===== src/rtl/fbw_pkg.sv =====
package fbw_pkg;

  localparam logic [7:0] CMD_BUF_REQ   = 8'hE8;
  localparam logic [7:0] CMD_CONFIRM   = 8'hD0;
  localparam logic [7:0] CMD_ARRAY_MODE = 8'hFF;
  localparam int         RDY_BIT       = 7;

  typedef enum logic [2:0] {
    ST_IDLE,
    ST_SETUP,
    ST_XSTAT,
    ST_COUNT,
    ST_DATA,
    ST_CONFIRM,
    ST_POLL,
    ST_ARRAY
  } seq_state_e;

endpackage


===== src/rtl/fbw_range_chk.sv =====
module fbw_range_chk #(
  parameter int AW    = 24,
  parameter int BLK_W = 16,
  parameter int CW    = 4
) (
  input  logic [AW-1:0] block_addr,
  input  logic [AW-1:0] start_addr,
  input  logic [CW-1:0] count_m1,
  output logic          range_ok
);

  logic          same_blk;
  logic [BLK_W:0] end_off;

  always_comb begin
    same_blk = (start_addr[AW-1:BLK_W] == block_addr[AW-1:BLK_W]);
    end_off  = {1'b0, start_addr[BLK_W-1:0]} + (BLK_W+1)'(count_m1);
    range_ok = same_blk && !end_off[BLK_W];
  end

endmodule


===== src/rtl/fbw_retry_timer.sv =====
module fbw_retry_timer #(
  parameter int LIMIT = 1000
) (
  input  logic clk,
  input  logic rst_n,
  input  logic clr,
  input  logic inc,
  output logic expired
);

  localparam int TW = $clog2(LIMIT + 1);

  logic [TW-1:0] cnt_q, cnt_n;
  logic          cnt_en;

  always_comb begin
    cnt_en = clr | inc;
    cnt_n  = clr ? '0 : cnt_q + 1'b1;
  end

  always_ff @(posedge clk or negedge rst_n) begin
    if (!rst_n)      cnt_q <= '0;
    else if (cnt_en) cnt_q <= cnt_n;
  end

  assign expired = (cnt_q == TW'(LIMIT - 1));

endmodule


===== src/rtl/fbw_bus_phy.sv =====
module fbw_bus_phy #(
  parameter int AW     = 24,
  parameter int DW     = 16,
  parameter int WE_CYC = 3,
  parameter int OE_LAT = 2
) (
  input  logic          clk,
  input  logic          rst_n,
  input  logic          start,
  input  logic          is_wr,
  input  logic [AW-1:0] addr,
  input  logic [DW-1:0] wdata,
  output logic          op_done,
  output logic          bus_ce_n,
  output logic          bus_we_n,
  output logic          bus_oe_n,
  output logic [AW-1:0] bus_addr,
  output logic [DW-1:0] bus_wdata
);

  localparam int MAXC = (WE_CYC > OE_LAT) ? WE_CYC : OE_LAT;
  localparam int LW   = $clog2(MAXC + 1);

  logic          act_q, act_n;
  logic          wr_q;
  logic [LW-1:0] cnt_q, cnt_n;
  logic [AW-1:0] addr_q;
  logic [DW-1:0] data_q;
  logic          load;

  always_comb begin
    load  = start && !act_q;
    act_n = act_q;
    cnt_n = cnt_q;
    if (load) begin
      act_n = 1'b1;
      cnt_n = is_wr ? LW'(WE_CYC - 1) : LW'(OE_LAT - 1);
    end else if (act_q) begin
      if (cnt_q == '0) act_n = 1'b0;
      else             cnt_n = cnt_q - 1'b1;
    end
  end

  always_ff @(posedge clk or negedge rst_n) begin
    if (!rst_n) begin
      act_q <= 1'b0;
      cnt_q <= '0;
    end else begin
      act_q <= act_n;
      cnt_q <= cnt_n;
    end
  end

  always_ff @(posedge clk or negedge rst_n) begin
    if (!rst_n) begin
      wr_q   <= 1'b0;
      addr_q <= '0;
      data_q <= '0;
    end else if (load) begin
      wr_q   <= is_wr;
      addr_q <= addr;
      data_q <= is_wr ? wdata : '0;
    end
  end

  assign op_done   = act_q && (cnt_q == '0);
  assign bus_ce_n  = !act_q;
  assign bus_we_n  = !(act_q && wr_q);
  assign bus_oe_n  = !(act_q && !wr_q);
  assign bus_addr  = addr_q;
  assign bus_wdata = data_q;

  assert_gap_after_op_R10: assert property (@(posedge clk) disable iff (!rst_n)
    op_done |=> bus_ce_n);
  assert_strobe_hold_R10: assert property (@(posedge clk) disable iff (!rst_n)
    (!bus_ce_n && !op_done) |=> (!bus_ce_n && $stable(bus_addr) && $stable(bus_we_n)));
  assert_no_overlap_R10: assert property (@(posedge clk) disable iff (!rst_n)
    !(!bus_we_n && !bus_oe_n));

endmodule


===== src/rtl/fbw_seq.sv =====
module fbw_seq
  import fbw_pkg::*;
#(
  parameter int AW         = 24,
  parameter int DW         = 16,
  parameter int BLK_W      = 16,
  parameter int BUF_WORDS  = 16,
  parameter int WE_CYC     = 3,
  parameter int OE_LAT     = 2,
  parameter int POLL_LIMIT = 1000,
  localparam int CW        = $clog2(BUF_WORDS)
) (
  input  logic          clk,
  input  logic          rst_n,
  input  logic          req_valid,
  output logic          req_ready,
  input  logic [AW-1:0] req_block,
  input  logic [AW-1:0] req_start,
  input  logic [CW-1:0] req_count,
  input  logic          dat_valid,
  output logic          dat_ready,
  input  logic [DW-1:0] dat_data,
  output logic          bus_ce_n,
  output logic          bus_we_n,
  output logic          bus_oe_n,
  output logic [AW-1:0] bus_addr,
  output logic [DW-1:0] bus_wdata,
  input  logic [DW-1:0] bus_rdata,
  output logic          done,
  output logic          err_timeout,
  output logic          err_range
);

  // reset: asserted asynchronously, released on a clock edge
  logic rst_meta_q, rst_s_n;
  always_ff @(posedge clk or negedge rst_n) begin
    if (!rst_n) begin
      rst_meta_q <= 1'b0;
      rst_s_n    <= 1'b0;
    end else begin
      rst_meta_q <= 1'b1;
      rst_s_n    <= rst_meta_q;
    end
  end

  seq_state_e    state_q, state_n;
  logic          launched_q, launched_n;
  logic [AW-1:0] base_q, start_q;
  logic [CW-1:0] n_q, x_q, x_n;
  logic          done_q, done_n, to_q, to_n, rng_q, rng_n;
  logic          take_req, range_ok;
  logic          go, op_wr, phy_done, tmr_clr, tmr_inc, tmr_exp, rdy;
  logic [AW-1:0] op_addr;
  logic [DW-1:0] op_data;

  fbw_range_chk #(.AW(AW), .BLK_W(BLK_W), .CW(CW)) u_rchk (
    .block_addr (req_block),
    .start_addr (req_start),
    .count_m1   (req_count),
    .range_ok   (range_ok)
  );

  fbw_retry_timer #(.LIMIT(POLL_LIMIT)) u_tmr (
    .clk     (clk),
    .rst_n   (rst_s_n),
    .clr     (tmr_clr),
    .inc     (tmr_inc),
    .expired (tmr_exp)
  );

  fbw_bus_phy #(.AW(AW), .DW(DW), .WE_CYC(WE_CYC), .OE_LAT(OE_LAT)) u_phy (
    .clk       (clk),
    .rst_n     (rst_s_n),
    .start     (go),
    .is_wr     (op_wr),
    .addr      (op_addr),
    .wdata     (op_data),
    .op_done   (phy_done),
    .bus_ce_n  (bus_ce_n),
    .bus_we_n  (bus_we_n),
    .bus_oe_n  (bus_oe_n),
    .bus_addr  (bus_addr),
    .bus_wdata (bus_wdata)
  );

  assign rdy       = bus_rdata[RDY_BIT];
  assign req_ready = (state_q == ST_IDLE);
  assign take_req  = req_ready && req_valid;

  always_comb begin
    state_n    = state_q;
    x_n        = x_q;
    done_n     = 1'b0;
    to_n       = 1'b0;
    rng_n      = 1'b0;
    tmr_clr    = 1'b0;
    tmr_inc    = 1'b0;
    op_wr      = 1'b1;
    op_addr    = base_q;
    op_data    = '0;
    go         = (state_q != ST_IDLE) && !launched_q &&
                 ((state_q != ST_DATA) || dat_valid);
    case (state_q)
      ST_IDLE: begin
        if (take_req) begin
          if (range_ok) begin
            state_n = ST_SETUP;
            tmr_clr = 1'b1;
          end else begin
            rng_n = 1'b1;
          end
        end
      end
      ST_SETUP: begin
        op_data = DW'(CMD_BUF_REQ);
        if (phy_done) state_n = ST_XSTAT;
      end
      ST_XSTAT: begin
        op_wr = 1'b0;
        if (phy_done) begin
          if (rdy) begin
            state_n = ST_COUNT;
          end else if (tmr_exp) begin
            to_n    = 1'b1;
            state_n = ST_IDLE;
          end else begin
            tmr_inc = 1'b1;
            state_n = ST_SETUP;
          end
        end
      end
      ST_COUNT: begin
        op_data = DW'(n_q);
        if (phy_done) begin
          x_n     = '0;
          state_n = ST_DATA;
        end
      end
      ST_DATA: begin
        op_addr = start_q + AW'(x_q);
        op_data = dat_data;
        if (phy_done) begin
          if (x_q == n_q) state_n = ST_CONFIRM;
          else            x_n     = x_q + 1'b1;
        end
      end
      ST_CONFIRM: begin
        op_data = DW'(CMD_CONFIRM);
        if (phy_done) state_n = ST_POLL;
      end
      ST_POLL: begin
        op_wr = 1'b0;
        if (phy_done && rdy) state_n = ST_ARRAY;
      end
      ST_ARRAY: begin
        op_data = DW'(CMD_ARRAY_MODE);
        if (phy_done) begin
          done_n  = 1'b1;
          state_n = ST_IDLE;
        end
      end
      default: state_n = ST_IDLE;
    endcase
    if (phy_done)  launched_n = 1'b0;
    else if (go)   launched_n = 1'b1;
    else           launched_n = launched_q;
  end

  assign dat_ready = go && (state_q == ST_DATA);

  always_ff @(posedge clk or negedge rst_s_n) begin
    if (!rst_s_n) begin
      state_q    <= ST_IDLE;
      launched_q <= 1'b0;
      x_q        <= '0;
      done_q     <= 1'b0;
      to_q       <= 1'b0;
      rng_q      <= 1'b0;
    end else begin
      state_q    <= state_n;
      launched_q <= launched_n;
      x_q        <= x_n;
      done_q     <= done_n;
      to_q       <= to_n;
      rng_q      <= rng_n;
    end
  end

  always_ff @(posedge clk or negedge rst_s_n) begin
    if (!rst_s_n) begin
      base_q  <= '0;
      start_q <= '0;
      n_q     <= '0;
    end else if (take_req) begin
      base_q  <= {req_block[AW-1:BLK_W], {BLK_W{1'b0}}};
      start_q <= req_start;
      n_q     <= req_count;
    end
  end

  assign done        = done_q;
  assign err_timeout = to_q;
  assign err_range   = rng_q;

  assert_idle_quiet_R11: assert property (@(posedge clk) disable iff (!rst_s_n)
    req_ready |-> bus_ce_n);
  assert_single_result_R8: assert property (@(posedge clk) disable iff (!rst_s_n)
    $onehot0({done, err_timeout, err_range}));
  assert_done_after_write_R8: assert property (@(posedge clk) disable iff (!rst_s_n)
    done |-> $past(!bus_we_n));
  assert_take_needs_valid_R5: assert property (@(posedge clk) disable iff (!rst_s_n)
    dat_ready |-> dat_valid);
  assert_reject_no_bus_R9: assert property (@(posedge clk) disable iff (!rst_s_n)
    err_range |-> (bus_ce_n && $past(req_valid)));
  assert_timeout_after_read_R3: assert property (@(posedge clk) disable iff (!rst_s_n)
    err_timeout |-> $past(!bus_oe_n));

endmodule


===== config.mk =====
export PLATFORM = sky130hd
export DESIGN_NAME = fbw_seq
export DESIGN_NICKNAME = d
export VERILOG_FILES = /design/src/rtl/fbw_pkg.sv /design/src/rtl/fbw_range_chk.sv /design/src/rtl/fbw_retry_timer.sv /design/src/rtl/fbw_bus_phy.sv /design/src/rtl/fbw_seq.sv
export SDC_FILE = /design/constraint.sdc
export NUM_CORES = 1
export LEC_CHECK = 0
export BUFFER_PORTS_ARGS = -buffer_cell sky130_fd_sc_hd__buf_2
export CAP_MARGIN = 30
export CORE_MARGIN = 3
export CORE_UTILIZATION = 30
export CTS_CLUSTER_SIZE = 14
export DETAILED_ROUTE_END_ITERATION = 10
export GPL_ROUTABILITY_DRIVEN = 0
export PLACE_DENSITY_LB_ADDON = 0.08
export RECOVER_POWER = 100
export SLEW_MARGIN = 10
export SYNTH_ARGS = -nofsm -noshare
export SYNTH_HDL_FRONTEND = slang
export SYNTH_SLANG_ARGS = --single-unit

===== constraint.sdc =====
create_clock -name clk -period 3.51 [get_ports clk]
set_input_delay 0.351 -clock clk [delete_from_list [all_inputs] [get_ports clk]]
set_output_delay 0.351 -clock clk [all_outputs]
set_load 0.03 [all_outputs]

# After elaboration in Yosys (flattened, before gate mapping)
# Index checks and enable logic that the tools add are counted.
word_totals:
  out_inout_bits: 48
  reg_bits: 103
  in_bits: 88
  word_cells: 120
op_classes:
  reduce_logical: 27
  addsub: 5
  bitwise: 1
  eq_ne: 23
  mux: 47
op_table:
  columns: ["op", "n"]
  rows:
  - ["$pmux 16 s5", 1]
  - ["$mux 3", 10]
  - ["$add 24x4->24", 1]
  - ["$mux 24", 1]
  - ["$pmux 3 s8", 1]
  - ["$mux 1", 23]
  - ["$ne 2x2->1 const B", 9]
  - ["$add 16x4->17", 1]
  - ["$mux 16", 1]
  - ["$eq 3x3->1 const B", 4]
  - ["$mux 4", 3]
  - ["$add 10x1->10 const B", 1]
  - ["$eq 10x10->1 const B", 1]
  - ["$logic_and 1x1->1", 10]
  - ["$mux 10", 1]
  - ["$mux 2", 5]
  - ["$reduce_and 10->1", 1]
  - ["$eq 8x8->1", 1]
  - ["$pmux 4 s2", 1]
  - ["$eq 3x2->1 const B", 2]
  - ["$logic_not 1->1", 6]
  - ["$ne 2x1->1 const B", 3]
  - ["$reduce_bool 2->1", 3]
  - ["$add 4x1->4 const B", 1]
  - ["other kinds (12)", 12]

# Longest topological paths before layout
# Gate-level depths: netlist (run 1).
depth:
  ltp_word: 7
  mapped_depth: 9
  ltp_nobuf: 7

# Modules after synthesis
# A second synthesis (run 1) with hierarchy kept.
unflattened:
  hier_cells: 500
  area_unflattened_um2: 5464.0
by_module_without_submodules:
  columns: ["module", "area_each_um2", "instances", "seq_area_each_um2", "cells_each"]
  rows:
  - ["fbw_seq", 2854.0, 1, 1226.2, 283]
  - ["fbw_bus_phy", 1908.1, 1, 1101.1, 144]
  - ["fbw_retry_timer", 526.8, 1, 250.2, 51]
  - ["fbw_range_chk", 175.2, 1, 0.0, 22]

# Least setup slack after synthesis (run 1)
# OpenSTA, ideal clock, no wires.
synth_path:
  path_type: "register to register"
  startpoint: "register state_q[0]"
  endpoint: "register base_q[16]"
  setup_time_ns: 0.125
  period_less_slack_ns: 2.415
  required_time_ns: 3.385
  stages_incl_launch_ff: 7
  t_arrival_ns: 2.290
  slack_ns: 1.095
  path_buffers: 3
  cell_sequence: "dfrtp_1 > buf_6 > nor3_1 > and2_1 > buf_2 > buf_2 > mux2_2"
synth_via:
  elab_chain_cells: 2
synth_rtl:
  columns: ["item", "line", "rtl"]
  rows:
  - ["start: declaration", "fbw_seq.sv:46", "seq_state_e state_q, state_n;"]
  - ["start signal: assignment", "fbw_seq.sv:180", "state_q <= state_n;"]
  - ["$logic_not 3->1", "fbw_seq.sv:87", "assign req_ready = (state_q == ST_IDLE);"]
  - ["named net req_ready", "fbw_seq.sv:16", "output logic req_ready,"]
  - ["$logic_and 1x1->1", "fbw_seq.sv:88", "assign take_req = req_ready && req_valid;"]
  - ["end signal: assignment", "fbw_seq.sv:195", "base_q <= {req_block[AW-1:BLK_W], {BLK_W{1'b0}}};"]
  - ["end: declaration", "fbw_seq.sv:48", "logic [AW-1:0] base_q, start_q;"]
# The timed path passes the listed nets, and every way through them passes these cells.
# A chain may end at the register's enable or synchronous reset.

# Worst setup path in the final report (run 1)
layout_path:
  startpoint: "register state_q[0]"
  endpoint: "register u_phy.addr_q[19], in the netlist u_phy.bus_addr[19]"
layout_via:
  elab_chain_cells: 4
  word_cells_on_any_way: 8
  cone_classes: "eq/ne: 2; mux: 1; reduce/logical: 5"
layout_rtl:
  columns: ["item", "line", "rtl"]
  rows:
  - ["$ne 3x3->1 / $reduce_bool 3->1 (equally long branches)", "fbw_seq.sv:102, fbw_seq.sv:101", null]
  - ["$logic_or 1x1->1 / $logic_and 1x1->1 (equally long branches)", "fbw_seq.sv:102, fbw_seq.sv:101", null]
  - ["$logic_and 1x1->1", "fbw_seq.sv:101", "go = (state_q != ST_IDLE) && !launched_q &&"]
  - ["$logic_and 1x1->1", "fbw_bus_phy.sv:32", "load = start && !act_q;"]
  - ["end signal: assignment", "fbw_bus_phy.sv:61", "addr_q <= addr;"]
  - ["end: declaration", "fbw_bus_phy.sv:27", "logic [AW-1:0] addr_q;"]
# Parallel ways exist; a longest one is shown, timed or not.

==> results of run 1 <==
==> worst paths after layout <==
kind                               from                   to  slack [ns]
max                          state_q[0]   u_phy.bus_addr[19]        0.78
min                        dat_data[15]  u_phy.bus_wdata[15]        0.23
max reg2reg                  state_q[0]   u_phy.bus_addr[19]        0.78
min reg2reg                  rst_meta_q              rst_s_n        0.35
max in group asynchronous       rst_s_n   u_phy.bus_wdata[2]        1.33
min in group asynchronous         rst_n              rst_s_n        0.31
==> stage by stage <==
| step | utilization (%) | setup slack, ns | power (mW) | hold slack (ns) |
|---|---|---|---|---|
| after floorplan | - | 0.428 | 3.46 | 0.0554 |
| after global placement | 35.8 | 1.10 | 4.02 | 0.136 |
| after detailed placement | 35.8 | 1.06 | 4.07 | 0.138 |
| after CTS | 37.5 | 0.992 | 5.03 | 0.216 |
| after global routing | 37.1 | 0.467 | 5.27 | 0.230 |
| final | 37.1 | 0.782 | 4.88 | 0.230 |
==> worst register-to-register path, delay by kind of cell, from the launching register on <==
family / cells / cell delay (ns)
buffers and inverters: 1 / 0.43
AOI/OAI and AO/OA: 1 / 0.53
and+or+nand+nor: 3 / 0.94
muxes: 1 / 0.15
DFF: 1 / 0.57
==> power by group <==
part / internal, mW / total, mW / switching (mW)
Combinational: 0.693 / 1.86 / 1.16
Sequential: 1.66 / 2.09 / 0.430
Clock: 0.512 / 0.937 / 0.425
==> cell type report <==
cell class,instances,area (um2)
repair buffers,113,539
clock buffers,13,260
multi-input cells,364,2350
fillers,1730,10200
well taps,216,270
clock inverters,1,5.00
inverters,6,22.5
flip-flops and latches,103,2580
==> cells by family after synthesis <==
family                   after synthesis  share of synthesized area [%]
AND/OR/NAND/NOR                      198                           19.2
flip-flops                           103                           50.9
AO/OA/AOI/OAI                         80                           9.48
multiplexers                          39                           8.59
XOR/XNOR                              35                           6.05
buffers and inverters                 35                           2.91
adder cells (fa/ha/maj)               11                           2.86
other                                  1                         0.0740
==> placed cells by master, fill, tap and decap left out, types with 12 or more instances in the layout <==
master    netlist  final
a21oi_1        12     12
buf_2           4     55
clkbuf_1       21     51
dfrtp_1       103    103
mux2_2         36     36
nand2_1        62     62
nand3_1        27     27
nand4_1        19     19
nor2_1         39     39
o21ai_0        40     40
xnor2_1        19     19
xor2_1         16     16
==> timing repair <==
item	in CTS	in global routing
endpoints found under the hold margin	2	0
hold buffers	1	0
gates resized for setup	0	0
==> cells in the mapped netlist, types with 3 or more instances <==
library cell  instances  area share (%)
a211oi_1              5            0.74
a21o_1                3            0.44
a21oi_1              12             1.2
a221oi_1              3            0.52
and2_1                7            0.86
and3_1               11             1.4
and4_1                4            0.69
buf_2                 4            0.39
clkbuf_1             21             1.6
dfrtp_1             103              51
ha_1                 10             2.5
inv_1                 6            0.44
mux2_2               36             8.0
mux2i_1               3            0.59
nand2_1              62             4.6
nand2b_1              5            0.62
nand3_1              27             2.7
nand4_1              19             2.3
nor2_1               39             2.9
nor2b_1               3            0.37
nor3_1                8            0.79
o21ai_0              40             3.9
o31ai_1               3            0.44
xnor2_1              19             3.3
xor2_1               16             2.8
==> state kept, by name (all words and copies together), names as in the netlist <==
name and count:
state_q 3, done 1, rst_meta_q 1, launched_q 1, u_phy.act_q 1, base_q 8, err_timeout 1, start_q 24
rst_s_n 1, u_phy.bus_addr 24, u_phy.cnt_q 2, u_phy.bus_wdata 16, u_phy.wr_q 1, x_q 4, n_q 4, err_range 1
u_tmr.cnt_q 10
==> layer usage <==
layer  vias up  GRT usage [%]  wire [um]
li1       1955              -          -
met1      1924           20.2       6210
met2        67           22.6       6040
met3        11           3.52        692
met4         0           4.76        172
met5         -              0          0
==> reports/results.tsv, run 1 <==
metric	value	unit
cts_tree	built	
final_cell_count_no_fill	816	
post-place-cells	801	
powerDensity	811	nW/um2
clockBufferDepth	2	
arrival	2.95	ns
die_w	136	um
grt_pass1_wl	21.1	mm
crit_path_max_fanout	27	
die_h	136	um
first_pass_iters	5	
rsz0062_at_grt	no	
cts_sinks	103	
tns	0	ns
cts_root_buf	clkbuf_16	
cp_slowest_cell	or3_1	
worst-setup-path-type	reg -> reg	
slew-limit-headroom	-44.2	%
drc	0	
synth_warnings	0	
final_hold_viol_count	0	
final_nets	696	
fp-row-count	46	
path_clk_slew	0.07	ns
synth_nets	601	
end_kind	flop	
setup_viol	0	
max-cap-violations	1	
fin_crit_sh	77.7	%
cp.depth	6	
slew_viol_final	50	
period_minus_slack	2.73	ns
syn_area_per_cell	10.1	um2
ys.flop_type	dfrtp_1	
rr_worst_depth	6	
grt_overflow	0	
final_cell_area	6020	um2
crit_family	simple AND/OR/NAND/NOR gates	
area_growth	18.8	%
worstSetupStartpointType	flop	
post_cts_buffers	0	
drive_above_1_share	19.2	%
ir_worst_vdd	0.254	mV
grt_max_degree	53	
hold_depth	3	
vias	3957	
grt_antenna_before_repair	0	
failed_checks	max-capacitance violations, max-slew violations	
track_usage	14.6	%
via_per_inst	4.85	
min-delay-path-class	in -> reg	
p_leak	2.65	nW
seq_area_frac_synth	50.9	%
htreeDepth	3	
fin_skew	0.00627	ns
crit_required	3.73	ns
wire_per_inst	16.1	um
status	complete, but fails checks	
grt_pass1_vias	3967	
first_iter_violations	174	
clkLatencyLatePin	0.34	ns
wirelength	13.1	mm
crit_chain	a211oi_1, or3_1, buf_4, nor3_1, mux2i_1, nand3_1	
pin_count	136	
crit_path_max_incr_delay	0.75	ns
worst-path-buf-inv	1	
yosysUniqueCellTypes	51	
final_antenna_net_count	0	
tightest_slew	2.16	ns
async_reset_ff_share	100	%
hpwl	9.56	mm
place_area	5820	um2
core	16200	um2
synth_area	5070	um2
port-buffer-count	104	
synth_edf_count	0	
fmax	0.367	GHz
synth-seq-cells	103	
die_area	18500	um2
postSynthCellCount	502	
start_util	31.2	%
diodes	0	
cts_made_buffers	9	
Power figures use the tool's default switching activity.
==> run 2, diff against run 1 <==
==> constraint.sdc (replaced) <==
create_clock -name clk -period 2.35 [get_ports clk]
set_input_delay 0.235 -clock clk [delete_from_list [all_inputs] [get_ports clk]]
set_output_delay 0.235 -clock clk [all_outputs]
set_load 0.03 [all_outputs]
==> run 2 against run 1 <==
Against the previous run: the run still ends with max-capacitance violations, max-slew violations left; clock power grew 61%; combinational power grew 59%; count of clock-buffer cells in the layout shrank 1; global-route usage grew 0.24 points; utilization grew 0.59 points; cell area grew 1.6%; die area is the same; maximum frequency grew 25%; setup slack lost 0.62 ns; largest cell class unchanged.
==> reports/results.tsv, run 2 (synthesized netlist as in run 1, its figures left out) <==
metric	value	unit
status	complete, but fails checks	
failed_checks	max-capacitance violations, max-slew violations	
arrival	2.47	ns
seqPwrFrac	40.4	%
core	16200	um2
grtUsageMet3	3.48	%
vias	4003	
cts_made_buffers	9	
period_minus_slack	2.19	ns
pwr-share-comb	39.4	%
ctsResizeCount	0	
die_h	136	um
slew_viol_final	43	
crit_chain	or3b_1, or4_4, or4_1, nand3_1	
drc	0	
ir_worst_vdd	0.492	mV
end_kind	flop	
worstSetupStartpointType	flop	
utilization	37.7	%
wire_per_inst	16.2	um
slew-limit-headroom	-16.8	%
hpwl	9.68	mm
busiest_layer	met2	
die_area	18500	um2
port-buffer-count	104	
grtUsageMet1	19.9	%
crit_family	simple AND/OR/NAND/NOR gates	
cts_sinks	103	
path_clk_slew	0.07	ns
grt_overflow	0	
fin_crit_sh	93.1	%
max-cap-violations	1	
post_cts_buffers	0	
area_growth	20.7	%
ctsHoldBuffers	1	
fp-row-count	46	
crit_path_max_incr_delay	0.62	ns
cts_tree	built	
fmax	0.457	GHz
via_per_inst	4.85	
internal-power	4.43	mW
tns	0	ns
met2_usage	24.1	%
diodes	0	
pin_count	136	
final_antenna_net_count	0	
final_hold_viol_count	0	
start_util	31.2	%
crit_path_max_fanout	14	
crit_required	2.64	ns
cp_slowest_cell	or3b_1	
grt_pass1_wl	21.4	mm
final_nets	704	
layout_commonest_cell	dfrtp_1	
htreeDepth	3	
grt_antenna_before_repair	0	
drive_above_1_share	20.3	%
fin_skew	0.00510	ns
setup_viol	0	
final_cell_mix	dfrtp_1, nand2_1, buf_2, clkbuf_1, o21ai_0	
rsz0062_at_grt	no	
track_usage	14.9	%
clkLatencyLatePin	0.35	ns
p_leak	2.71	nW
switching_share	40.9	%
min-delay-path-class	in -> reg	
grt_max_degree	49	
first_pass_iters	5	
clkPwrFrac	20.2	%
grt_pass1_vias	4179	
die_w	136	um
fill_cells	1714	
powerDensity	1220	nW/um2
wirelength	13.3	mm
cts_root_buf	clkbuf_16	
worst-path-buf-inv	0	
clockBufferDepth	2	
worst-setup-path-type	reg -> reg	
switchingPower	3.06	mW
first_iter_violations	223	
tightest_slew	1.75	ns
==> run 2: cell count changes in the layout (fill, tap and decap cells not counted), sizes merged <==
| cell | delta |
|---|---|
| buf | +6 |
| clkbuf | +1 |
| bufinv | +1 |
| clkinv | +2 |
==> run 2: worst reg2reg max path: cells and delay by family, from the launching register on <==
| kind | cells | cell delay [ns] |
|---|---|---|
| flops | 1 | 0.37 |
| simple gates | 4 | 1.75 |
==> run 2: power groups by stage <==
stage	registers [mW]	clock network [mW]	logic, mW
5_1_grt	3.14	1.64	3.28
4_1_cts	3.04	1.57	3.12
3_5_place_dp	3.07	0	3.11
6_report	3.03	1.51	2.95
3_3_place_gp	3.04	0	3.07
2_1_floorplan	3.53	0	1.64
==> run 2: layer usage <==
metal | vias up | wire length (um)
met5 | - | 0
met4 | 0 | 195
met3 | 10 | 709
met2 | 74 | 6200
met1 | 1954 | 6250
li1 | 1965 | -
==> run 2: final timing paths <==
check | start | to | slack (ns) | cells past startpoint
setup / recovery | state_q[0] | u_phy.bus_addr[11] | 0.16 | 4
hold / removal | dat_data[9] | u_phy.bus_wdata[9] | 0.1 | 3
setup reg to reg | state_q[0] | u_phy.bus_addr[11] | 0.16 | 4
hold reg to reg | rst_meta_q | rst_s_n | 0.35 | 0
max in group asynchronous | rst_s_n | start_q[4] | 0.47 | 1
min in group asynchronous | rst_n | rst_meta_q | 0.20 | 2
==> run 2: per-stage QoR <==
stage                     hold slack (ns)  instance area, um2  power [mW]  setup WS [ns]  instances
after global routing                0.101                6120        8.07         0.0622        826
after detailed placement           0.0240                5910        6.18          0.180        809
after CTS                          0.0869                6210        7.72          0.166        826
after floorplan                   -0.0606                5070        5.18          0.243        502
after global placement             0.0215                5910        6.11          0.203        809
final                              0.0978                6120        7.49          0.162        826
==> run 2: area by class of cell <==
cell class / count / area (um2) / share of cell area, %
multi-input combinational: 364 / 2350 / 38.4
tap: 216 / 270 / 4.42
sequential: 103 / 2580 / 42.1
clock buffer: 12 / 246 / 4.03
inverter: 6 / 22.5 / 0.368
timing repair buffer: 121 / 608 / 9.94
clock inverter: 4 / 45.0 / 0.736
